==> src/rtl/ss_pkg.sv <==
package ss_pkg;

  localparam logic [7:0] COMMA_CHAR = 8'hBC;
  localparam logic [7:0] START_CHAR = 8'hFB;

  typedef enum logic [1:0] {
    TX_IDLE  = 2'd0,
    TX_START = 2'd1,
    TX_DATA  = 2'd2
  } txSel_e;

  // strobes from the control to the datapath
  typedef struct packed {
    logic   push;
    logic   pushFirst;
    logic   pop;
    logic   corrupt;
    txSel_e txSel;
  } ctrlStrobe_t;

endpackage

==> src/rtl/ss_datapath.sv <==
module ss_datapath
  import ss_pkg::*;
#(
  parameter int LANES = 2,
  parameter int DEPTH = 16,
  localparam int W  = 8 * LANES,
  localparam int AW = $clog2(DEPTH),
  localparam int CW = AW + 1
) (
  input  logic          clk,
  input  logic          rstN,
  input  logic [W-1:0]  rxData,
  input  ctrlStrobe_t   strobe,
  input  logic [W-1:0]  errMask,
  output logic [W-1:0]  txData,
  output logic [LANES-1:0] txCharIsK,
  output logic          fifoEmpty,
  output logic          fifoFull,
  output logic          headFirst,
  output logic [CW-1:0] fifoCount
);

  localparam logic [W-1:0] IDLE_WORD  = {LANES{COMMA_CHAR}};
  localparam logic [W-1:0] START_WORD = {{(LANES-1){COMMA_CHAR}}, START_CHAR};
  localparam logic [AW-1:0] LAST_PTR  = AW'(DEPTH - 1);

  logic [W-1:0]  memData  [DEPTH];
  logic          memFirst [DEPTH];
  logic [AW-1:0] wrPtr, rdPtr;
  logic [CW-1:0] count;
  logic [W-1:0]  headData;
  logic [W-1:0]  nextData;
  logic [LANES-1:0] nextK;

  // storage array, no reset needed
  always_ff @(posedge clk) begin
    if (strobe.push) begin
      memData[wrPtr]  <= rxData;
      memFirst[wrPtr] <= strobe.pushFirst;
    end
  end

  always_ff @(posedge clk) begin
    if (!rstN) begin
      wrPtr <= '0;
      rdPtr <= '0;
      count <= '0;
    end else begin
      if (strobe.push) wrPtr <= (wrPtr == LAST_PTR) ? '0 : wrPtr + 1'b1;
      if (strobe.pop)  rdPtr <= (rdPtr == LAST_PTR) ? '0 : rdPtr + 1'b1;
      case ({strobe.push, strobe.pop})
        2'b10:   count <= count + 1'b1;
        2'b01:   count <= count - 1'b1;
        default: count <= count;
      endcase
    end
  end

  assign fifoEmpty = (count == '0);
  assign fifoFull  = (count == CW'(DEPTH));
  assign fifoCount = count;
  assign headData  = memData[rdPtr];
  assign headFirst = memFirst[rdPtr];

  // transmit word selection with corruption stage
  always_comb begin
    nextData = IDLE_WORD;
    nextK    = '1;
    case (strobe.txSel)
      TX_START: begin
        nextData = START_WORD;
        nextK    = '1;
      end
      TX_DATA: begin
        nextData = strobe.corrupt ? (headData ^ errMask) : headData;
        nextK    = '0;
      end
      default: begin
        nextData = IDLE_WORD;
        nextK    = '1;
      end
    endcase
  end

  always_ff @(posedge clk) begin
    if (!rstN) begin
      txData    <= IDLE_WORD;
      txCharIsK <= '1;
    end else begin
      txData    <= nextData;
      txCharIsK <= nextK;
    end
  end

endmodule

==> src/rtl/ss_control.sv <==
module ss_control
  import ss_pkg::*;
#(
  parameter int LANES = 2,
  parameter int IDX_W = 8,
  localparam int W = 8 * LANES
) (
  input  logic             clk,
  input  logic             rstN,
  input  logic [W-1:0]     rxData,
  input  logic [LANES-1:0] rxCharIsK,
  input  logic             send,
  input  logic             errEnable,
  input  logic [IDX_W-1:0] errIndex,
  input  logic             fifoEmpty,
  input  logic             fifoFull,
  input  logic             headFirst,
  output ctrlStrobe_t      strobe,
  output logic             overflow
);

  localparam logic [W-1:0] START_WORD = {{(LANES-1){COMMA_CHAR}}, START_CHAR};
  localparam logic [IDX_W-1:0] IDX_MAX = '1;

  typedef enum logic {RX_WAIT, RX_CAPTURE} rxState_e;
  typedef enum logic {TXS_IDLE, TXS_PLAY} txState_e;

  rxState_e rxState;
  txState_e txState;
  logic     pendFirst;
  logic [IDX_W-1:0] wordIdx;

  logic rxIsStart, rxIsData, wantStore, dropWord, canPop;

  // ---------------- receive side ----------------
  assign rxIsStart = (rxCharIsK == '1) && (rxData == START_WORD);
  assign rxIsData  = (rxCharIsK == '0);
  assign wantStore = (rxState == RX_CAPTURE) && rxIsData;
  assign dropWord  = wantStore && fifoFull;

  always_ff @(posedge clk) begin
    if (!rstN) begin
      rxState   <= RX_WAIT;
      pendFirst <= 1'b0;
    end else begin
      case (rxState)
        RX_WAIT: begin
          if (rxIsStart) begin
            rxState   <= RX_CAPTURE;
            pendFirst <= 1'b1;
          end
        end
        default: begin
          if (rxIsStart) begin
            pendFirst <= 1'b1;
          end else if (rxIsData) begin
            if (!fifoFull) pendFirst <= 1'b0;
          end else begin
            rxState <= RX_WAIT;
          end
        end
      endcase
    end
  end

  always_ff @(posedge clk) begin
    if (!rstN)        overflow <= 1'b0;
    else if (dropWord) overflow <= 1'b1;
  end

  // ---------------- transmit side ----------------
  assign canPop = !fifoEmpty && !(headFirst && (wordIdx != '0));

  always_comb begin
    strobe.push      = wantStore && !fifoFull;
    strobe.pushFirst = pendFirst;
    strobe.pop       = 1'b0;
    strobe.corrupt   = 1'b0;
    strobe.txSel     = TX_IDLE;
    case (txState)
      TXS_IDLE: begin
        if (send && !fifoEmpty) strobe.txSel = TX_START;
      end
      default: begin
        if (canPop) begin
          strobe.txSel   = TX_DATA;
          strobe.pop     = 1'b1;
          strobe.corrupt = errEnable && (wordIdx == errIndex);
        end
      end
    endcase
  end

  always_ff @(posedge clk) begin
    if (!rstN) begin
      txState <= TXS_IDLE;
      wordIdx <= '0;
    end else begin
      case (txState)
        TXS_IDLE: begin
          if (send && !fifoEmpty) begin
            txState <= TXS_PLAY;
            wordIdx <= '0;
          end
        end
        default: begin
          if (canPop) begin
            if (wordIdx != IDX_MAX) wordIdx <= wordIdx + 1'b1;
          end else begin
            txState <= TXS_IDLE;
          end
        end
      endcase
    end
  end

endmodule

==> src/rtl/serial_store.sv <==
module serial_store
  import ss_pkg::*;
#(
  parameter int LANES = 2,
  parameter int DEPTH = 16,
  parameter int IDX_W = 8,
  localparam int W  = 8 * LANES,
  localparam int CW = $clog2(DEPTH) + 1
) (
  input  logic             clk,
  input  logic             rstN,
  input  logic [W-1:0]     rxData,
  input  logic [LANES-1:0] rxCharIsK,
  input  logic             send,
  input  logic             errEnable,
  input  logic [W-1:0]     errMask,
  input  logic [IDX_W-1:0] errIndex,
  output logic [W-1:0]     txData,
  output logic [LANES-1:0] txCharIsK,
  output logic             overflow
);

  ctrlStrobe_t   strobe;
  logic          fifoEmpty;
  logic          fifoFull;
  logic          headFirst;
  logic [CW-1:0] fifoCount;

  ss_control #(.LANES(LANES), .IDX_W(IDX_W)) u_ctrl (
    .clk       (clk),
    .rstN      (rstN),
    .rxData    (rxData),
    .rxCharIsK (rxCharIsK),
    .send      (send),
    .errEnable (errEnable),
    .errIndex  (errIndex),
    .fifoEmpty (fifoEmpty),
    .fifoFull  (fifoFull),
    .headFirst (headFirst),
    .strobe    (strobe),
    .overflow  (overflow)
  );

  ss_datapath #(.LANES(LANES), .DEPTH(DEPTH)) u_dp (
    .clk       (clk),
    .rstN      (rstN),
    .rxData    (rxData),
    .strobe    (strobe),
    .errMask   (errMask),
    .txData    (txData),
    .txCharIsK (txCharIsK),
    .fifoEmpty (fifoEmpty),
    .fifoFull  (fifoFull),
    .headFirst (headFirst),
    .fifoCount (fifoCount)
  );

endmodule

==> config.mk <==
export PLATFORM = sky130hd
export DESIGN_NAME = serial_store
export DESIGN_NICKNAME = d
export VERILOG_FILES = /design/src/rtl/ss_pkg.sv /design/src/rtl/ss_datapath.sv /design/src/rtl/ss_control.sv /design/src/rtl/serial_store.sv
export SDC_FILE = /design/constraint.sdc
export NUM_CORES = 1
export LEC_CHECK = 0
export ABC_CLOCK_PERIOD_IN_PS = 3720
export BUFFER_PORTS_ARGS = -buffer_cell sky130_fd_sc_hd__buf_2
export CAP_MARGIN = 20
export CORE_AREA = 2 2 134 235
export DETAILED_ROUTE_END_ITERATION = 10
export DIE_AREA = 0 0 136 237
export HOLD_SLACK_MARGIN = 0.15
export PLACE_DENSITY = 0.56
export SLEW_MARGIN = 20
export SYNTH_ARGS = -nofsm -noshare
export SYNTH_HDL_FRONTEND = slang
export SYNTH_SLANG_ARGS = --single-unit
==> constraint.sdc <==
create_clock -name clk -period 3.72 [get_ports clk]
set_clock_uncertainty 0.2 [all_clocks]
set_input_delay 0.186 -clock clk [delete_from_list [all_inputs] [get_ports clk]]
set_output_delay 0.186 -clock clk [all_outputs]
set_load 0.02 [all_outputs]
==> summary.md, run 1 <==
| Metric | Value |
|---|---|
| Non-Filler Instances | `1222` |
| Initial antenna violation count | `0` |
| Hold Path Class | `in -> reg` |
| Clock power frac | `42.2%` |
| Final ANT Viol Nets | `0` |
| Crit path capture type | `flop` |
| Async SR Flop Fraction | `0%` |
| Vias in the first global route | `7252` |
| Height of the chip | `237 um` |
| DP Wirelength | `18.7 mm` |
| N_diodes | `0` |
| R2R depth | `13` |
| Rel. slew slack | `41.3%` |
| Slew @ Worst Pin | `881 ps` |
| LEAKAGE | `4.83 nW` |
| Most common cell after layout, fill and taps aside | `edfxtp_1` |
| First-pass GRT wire length | `44.1 mm` |
| Worst Path Max Fanout | `7` |
| Core area | `0.0304 mm^2` |
| CTS H-tree depth | `1` |
| Hold Vio Cnt, Final | `0` |
| R2R setup slack | `180 ps` |
| Pwr Density | `461 mW/mm^2` |
| Synth unique cells | `46` |
| Die width | `136 um` |
| Global Route met3 Usage | `2.65%` |
| Final Cycle Share | `95.2%` |
| Min cycle time layout | `3540 ps` |
| Hold Worst Slack | `198 ps` |
| Met1 global-route usage | `22.0%` |
| Final instance area | `0.0149 mm^2` |
| Initial DRT Pass Iterations | `4` |
| Fin nets | `867` |
| Total CTS buffers | `29` |
| Largest net degree at the start of global routing | `65` |
| Combinational power share | `1.8%` |
| # clock sinks | `318` |
| Netlist Area Pre-Place | `0.0126 mm^2` |
| Routed WL | `29.7 mm` |
| DP Area | `0.0136 mm^2` |
| DR WL/cell | `24.3 um` |
| FF-to-FF End | `u_dp.fifoCount[4]$_SDFFE_PN0P_` |
| Vias post-DR | `6773` |
| Mapped Cells | `676` |
| Status | `completed` |
| CTS tree | `built` |
| Mapped Avg Cell Area | `18.6 um^2` |
| Clk Latency, worst-skew pair | `550 ps` |
| DR vias/cell | `5.54` |
| Arr. time, crit path | `3830 ps` |
| Ys flop type | `edfxtp_1` |
| Internal | `5.54 mW` |
| Peak supply drop | `0.368 mV` |
| GR Layer Usage met2 | `34.7%` |
| Fin util | `49.1%` |
| Clock Path Buffers | `3` |
| Pwr Total | `6.88 mW` |
| Num rows | `85` |
| Setup Fix Bufs, Post-CTS | `0` |
| Critical path class | `reg -> reg` |
| Initial drt markers | `484` |
| GP Congestion | `0.791` |
| Syn. warnings | `0` |
| Max Cap Viol | `0` |
| Clock transition at path regs | `70 ps` |
| GRT Total Usage | `18.8%` |
| Top Ports | `65` |
| Area Overhead vs Synth | `18.6%` |
| Placed instance count | `1132` |
| Global route total overflow | `0` |
| Finish-stage setup viols | `0` |
| Seq/Total Area, Yosys | `72.2%` |
| Sequential share of power | `56.0%` |
| Max Transition Viols Final | `0` |
| Switching share of power | `19.5%` |
| P_sw | `1.34 mW` |
| Seq cells post-synth | `318` |
| Startpoint types | `flop` |
| # DRC | `0` |
| Fmax | `282 MHz` |
| Starting density of the core | `41.4%` |
| Clock root buffer | `clkbuf_16` |
| Share of cells above drive strength 1 | `29.6%` |
| Port Buf Inserts | `64` |
| Mapped Nets | `733` |
| Commonest non-fill, non-tap cells in the layout | `272 x edfxtp_1, 81 x mux4_2, 64 x buf_2, 43 x dfxtp_1` |
| Die Area | `0.0322 mm^2` |
| Worst setup endpoint | `u_dp.fifoCount[4]$_SDFFE_PN0P_` |
| Most Crowded Layer GR | `met2` |
| Required time worst endpoint | `4010 ps` |
| Number of flops mapped to enable cells by yosys | `272` |
## metal layers
metal	wire length, um	vias up	share of wire (%)
met2	16400	162	55
li1	-	2994	-
met4	861	0	2.9
met5	0	-	0
met3	1350	61	4.5
met1	11100	3556	37
## layout make-up
| class | count | area [um^2] |
|---|---|---|
| Inverter | 10 | 37.5 |
| Fill cell | 2570 | 15500 |
| Clock buffer | 36 | 752 |
| Timing Repair Buffer | 136 | 1010 |
| Tap cell | 391 | 489 |
| Multi-Input combinational cell | 315 | 3400 |
| Sequential cell | 318 | 9100 |
| Clock inverter | 16 | 155 |
## flip-flops by register name, indices dropped and copies added (netlist names), named ones only
name              count
u_dp.txCharIsK        1
u_dp.memData        256
u_dp.txData          16
u_ctrl.rxState        1
u_ctrl.overflow       1
u_ctrl.txState        1
u_ctrl.wordIdx        8
u_ctrl.pendFirst      1
u_dp.rdPtr            4
u_dp.fifoCount        5
u_dp.memFirst        16
u_dp.wrPtr            4
## per-stage QoR
step	setup TNS (ps)	worst slack, ps
finish	0	179
global route	-7.72	-7.72
CTS	0	114
detailed placement	0	131
global placement	0	278
floorplan	0	11.3
## what timing repair did
item,CTS,global route
hold buffers,38,0
setup endpoints to repair,0,1
gates resized for setup,0,4
hold endpoints to repair,301,0
## power groups by stage
stage / sequential (mW) / combinational [mW] / clock, mW
after floorplan: 3.94 / 0.0158 / 0
after global placement: 3.93 / 0.0859 / 0
after detailed placement: 3.93 / 0.0922 / 0
after CTS: 3.86 / 0.122 / 2.97
after global routing: 3.85 / 0.133 / 3.10
final: 3.86 / 0.122 / 2.90
## cells in the mapped netlist, types with 7 or more instances
cell type,n,area [um^2]
a21oi_1,20,100
buf_2,8,40.0
clkbuf_1,19,71.3
dfxtp_1,46,921
edfxtp_1,272,8170
ha_1,11,138
inv_1,9,33.8
mux2i_1,7,70.1
mux4_2,81,1820
nand2_1,38,143
nand4_1,21,131
nor2_1,27,101
nor3_1,8,40.0
o21ai_0,13,65.1
xor2_1,23,201
## worst max-delay path: stages (launching register included)
cell and delay [ps]:
dfxtp_4 400, mux4_2 510, mux4_2 470, a21o_1 210
inv_1 80, ha_1 170, buf_4 160, xor2_2 150
ha_2 220, a21boi_1 210, o221ai_1 200, a21o_1 220
nand3b_1 90, mux2i_1 170
## cell families after synthesis
kind of cell	synth area share, %
flops	72.2
compound gates	3.21
fa+ha+maj	1.09
buf+inv	1.45
mux	15.0
simple gates	5.11
xor+xnor	1.95
## how the worst min path moves through the flow
| stage | to | depth (start not counted) | startpoint |
|---|---|---|---|
| after CTS | u_dp.txData[7]$_SDFF_PN1_ | 6 | errIndex[6] |
| after floorplan | u_dp.memData[0][0]$_DFFE_PP_ | 0 | rxData[0] |
| final | u_dp.txData[7]$_SDFF_PN1_ | 6 | errIndex[6] |
| after detailed placement | u_ctrl.overflow$_SDFFE_PN0P_ | 1 | u_ctrl.overflow$_SDFFE_PN0P_ |
| after global routing | u_dp.txData[7]$_SDFF_PN1_ | 6 | errIndex[7] |
| after global placement | u_ctrl.overflow$_SDFFE_PN0P_ | 1 | u_ctrl.overflow$_SDFFE_PN0P_ |
(Power assumes the default switching activity.)
==> inputs of run 2 (changes only) <==
Settings changed: CORE_AREA 2 2 134 235 to 2 2 147 256, DIE_AREA 0 0 136 237 to 0 0 149 258, PLACE_DENSITY 0.56 to 0.48.
==> summary.md, run 2 (synthesis results as in run 1) <==
| Metric | Value |
|---|---|
| CP max-delay cell | `mux4_2` |
| Rel. slew slack | `49.1% (+7.8 points)` |
| Slew @ Worst Pin | `760 ps (-121 ps)` |
| Startpoint types | `flop` |
| Total CTS buffers | `30 (+3.4%)` |
| Initial drt markers | `447 (-7.6%)` |
| Global route total overflow | `0 (unchanged)` |
| Die width | `149 um (+9.6%)` |
| Min cycle time layout | `3480 ps (-60.1 ps)` |
| Top Ports | `65 (unchanged)` |
| GRT Total Usage | `16.2% (-2.6 points)` |
| Clock transition at path regs | `70 ps (about the same)` |
| Area Overhead vs Synth | `19.2%` |
| Hold Path Class | `in -> reg` |
| Placed instance count | `1215 (+7.3%)` |
| Max reg flops | `256 (unchanged)` |
| First-pass GRT wire length | `45.6 mm (+3.5%)` |
| DR vias/cell | `5.13 (-7.4%)` |
| Hold EP | `u_dp.txData[13]$_SDFF_PN1_` |
| Vias post-DR | `6711 (-0.92%)` |
| Area occupied by multi-input gates | `0.00339 mm^2 (-0.40%)` |
| Vias in the first global route | `7316 (+0.88%)` |
| Arr. time, crit path | `3780 ps (-50 ps)` |
| Share of cells above drive strength 1 | `29.2% (-0.40 points)` |
| Final Cycle Share | `93.6% (-1.6 points)` |
| Die Area | `0.0384 mm^2 (+19%)` |
| Starting density of the core | `34.5% (-6.9 points)` |
| # clock sinks | `318 (unchanged)` |
| Hold Worst Slack | `237 ps (+39.2 ps)` |
| R2R depth | `13 (unchanged)` |
| P_sw | `1.35 mW (+1.1%)` |
| Pwr Total | `6.77 mW (-1.6%)` |
| Finish-stage setup viols | `0 (unchanged)` |
| Non-Filler Instances | `1307 (+7.0%)` |
| Crit path buf inv count | `2 (unchanged)` |
| Most common cell after layout, fill and taps aside | `edfxtp_1` |
| Num rows | `93 (+9.4%)` |
| Required time worst endpoint | `4020 ps (about the same)` |
| Crit path capture type | `flop` |
| LEAKAGE | `4.82 nW (-0.27%)` |
| Initial antenna violation count | `0 (unchanged)` |
| N_diodes | `0 (unchanged)` |
| Internal | `5.42 mW (-2.3%)` |
| CTS tree | `built` |
| Fmax | `287 MHz (+1.7%)` |
| Combinational power share | `1.8% (about the same)` |
| Worst Path Max Fanout | `7 (unchanged)` |
| # DRC | `0 (unchanged)` |
| Routed WL | `30.7 mm (+3.5%)` |
| Biggest regs | `u_dp.memData (256), u_dp.memFirst (16), u_dp.txData (16)` |
| Final instance area | `0.0150 mm^2 (+0.47%)` |
| DR WL/cell | `23.5 um (-3.2%)` |
| RSZ-0062 raised after global routing | `no` |
| Clock root buffer | `clkbuf_16` |
| Register area | `0.00910 mm^2 (unchanged)` |
| DP Area | `0.0137 mm^2 (+0.81%)` |
| Peak supply drop | `0.351 mV (-4.6%)` |
| Largest net degree at the start of global routing | `40 (-38%)` |
| Most flop-heavy register | `u_dp.memData` |
| DP Wirelength | `19.1 mm (+2.6%)` |
| R2R setup slack | `240 ps (+60 ps)` |
| Filler instances | `3318 (+29%)` |
| Status | `completed` |
| Hold_sp | `errIndex[7]` |
| Final ANT Viol Nets | `0 (unchanged)` |
| Max Transition Viols Final | `0 (unchanged)` |
| Sequential share of power | `57.0% (+1.0 points)` |
| Core area | `0.0365 mm^2 (+20%)` |
| Port Buf Inserts | `64 (unchanged)` |
| Worst path max stage delay | `510 ps (about the same)` |
| Clock power frac | `41.2% (-1.0 points)` |
| Setup tns final | `0 ps (unchanged)` |
| Clk Latency, worst-skew pair | `560 ps (about the same)` |
| Pwr Density | `451 mW/mm^2 (-2.1%)` |
| FF-to-FF End | `u_dp.fifoCount[4]$_SDFFE_PN0P_` |
| Switching share of power | `20.0% (+0.54 points)` |
| Fin nets | `868 (+0.12%)` |
| Initial DRT Pass Iterations | `4 (unchanged)` |
| Height of the chip | `258 um (+8.9%)` |
| GP Congestion | `0.779 (-1.5%)` |
| Clock Path Buffers | `3 (unchanged)` |
| Delay-heaviest family, CP | `multiplexers` |
| Commonest non-fill, non-tap cells in the layout | `272 x edfxtp_1, 81 x mux4_2, 64 x buf_2, 43 x dfxtp_1, 39 x dlygate4sd3_1` |
| Cell Chain, Critical Path | `mux4_2 -> mux4_2 -> a21o_1 -> inv_1 -> ha_1 -> buf_4 -> xor2_1 -> ha_2 -> a21boi_1 -> o221ai_1 -> a21o_1 -> nand3b_1 -> mux2i_1` |
| Max Cap Viol | `0 (unchanged)` |
| Critical path class | `reg -> reg` |
| CTS H-tree depth | `1 (unchanged)` |
| Hold Vio Cnt, Final | `0 (unchanged)` |
| WHS Path Cells | `7 (+1)` |
run 2: cell types whose count changed in the layout (fill, tap and decap cells not counted), sizes merged:
| cell | previous run | this run |
|---|---|---|
| bufinv | 3 | 0 |
| clkinv | 12 | 15 |
| clkbuf | 36 | 38 |
| buf | 98 | 97 |
| dlygate4sd3 | 38 | 39 |
| inv | 10 | 9 |
run 2: tightest hold or removal path, delay by kind of cell:
kind                      cells  cell delay [ps]
xor gates and xnor gates      2              220
buffers and inverters         2              300
and+or+nand+nor               3              240
run 2: timing repair:
| item | CTS | global route |
|---|---|---|
| hold endpoints to repair | 301 | 0 |
| hold buffers | 39 | 0 |
| gates resized for setup | 0 | 3 |
| setup buffers | 0 | 0 |
| endpoints found under the setup margin | 0 | 1 |
run 2: worst max-delay path by stage:
stage                                     end  slack (ps)  cells after the start
3_5_place_dp   u_dp.fifoCount[4]$_SDFFE_PN0P_         160                     13
3_3_place_gp   u_dp.fifoCount[3]$_SDFFE_PN0P_         290                     10
6_report       u_dp.fifoCount[4]$_SDFFE_PN0P_         240                     13
2_1_floorplan  u_dp.fifoCount[3]$_SDFFE_PN0P_          10                     12
5_1_grt        u_dp.fifoCount[4]$_SDFFE_PN0P_          30                     13
4_1_cts        u_dp.fifoCount[4]$_SDFFE_PN0P_         140                     13
run 2: stage by stage:
step / worst slack [ps] / utilization [%]
6_report: 239 / 41.1
5_1_grt: 27.6 / 41.1
4_1_cts: 140 / 41.1
3_5_place_dp: 157 / 37.6
3_3_place_gp: 290 / 37.6
2_1_floorplan: 11.3 / -
run 2: power groups by stage:
stage / sequential, mW / clock, mW / combinational, mW
5_1_grt: 3.85 / 3.00 / 0.133
4_1_cts: 3.86 / 2.88 / 0.124
2_1_floorplan: 3.94 / 0 / 0.0158
3_5_place_dp: 3.93 / 0 / 0.0938
6_report: 3.86 / 2.79 / 0.122
3_3_place_gp: 3.93 / 0 / 0.0890
run 2: routing by layer:
layer / GRT usage (%) / up-vias / routed length (um)
met2: 31.1 / 155 / 17300
met3: 2.00 / 42 / 1030
met1: 18.6 / 3528 / 11700
met5: 0 / - / 0
met4: 4.71 / 0 / 690
li1: - / 2986 / -
run 2: area by class of cell:
| type | count | area share [%] |
|---|---|---|
| clock inverter | 15 | 0.458 |
| inverter | 10 | 0.250 |
| sequential | 318 | 60.6 |
| tap | 475 | 3.96 |
| multi-input combinational | 315 | 22.6 |
| timing repair buffer | 136 | 6.80 |
| clock buffer | 38 | 5.34 |
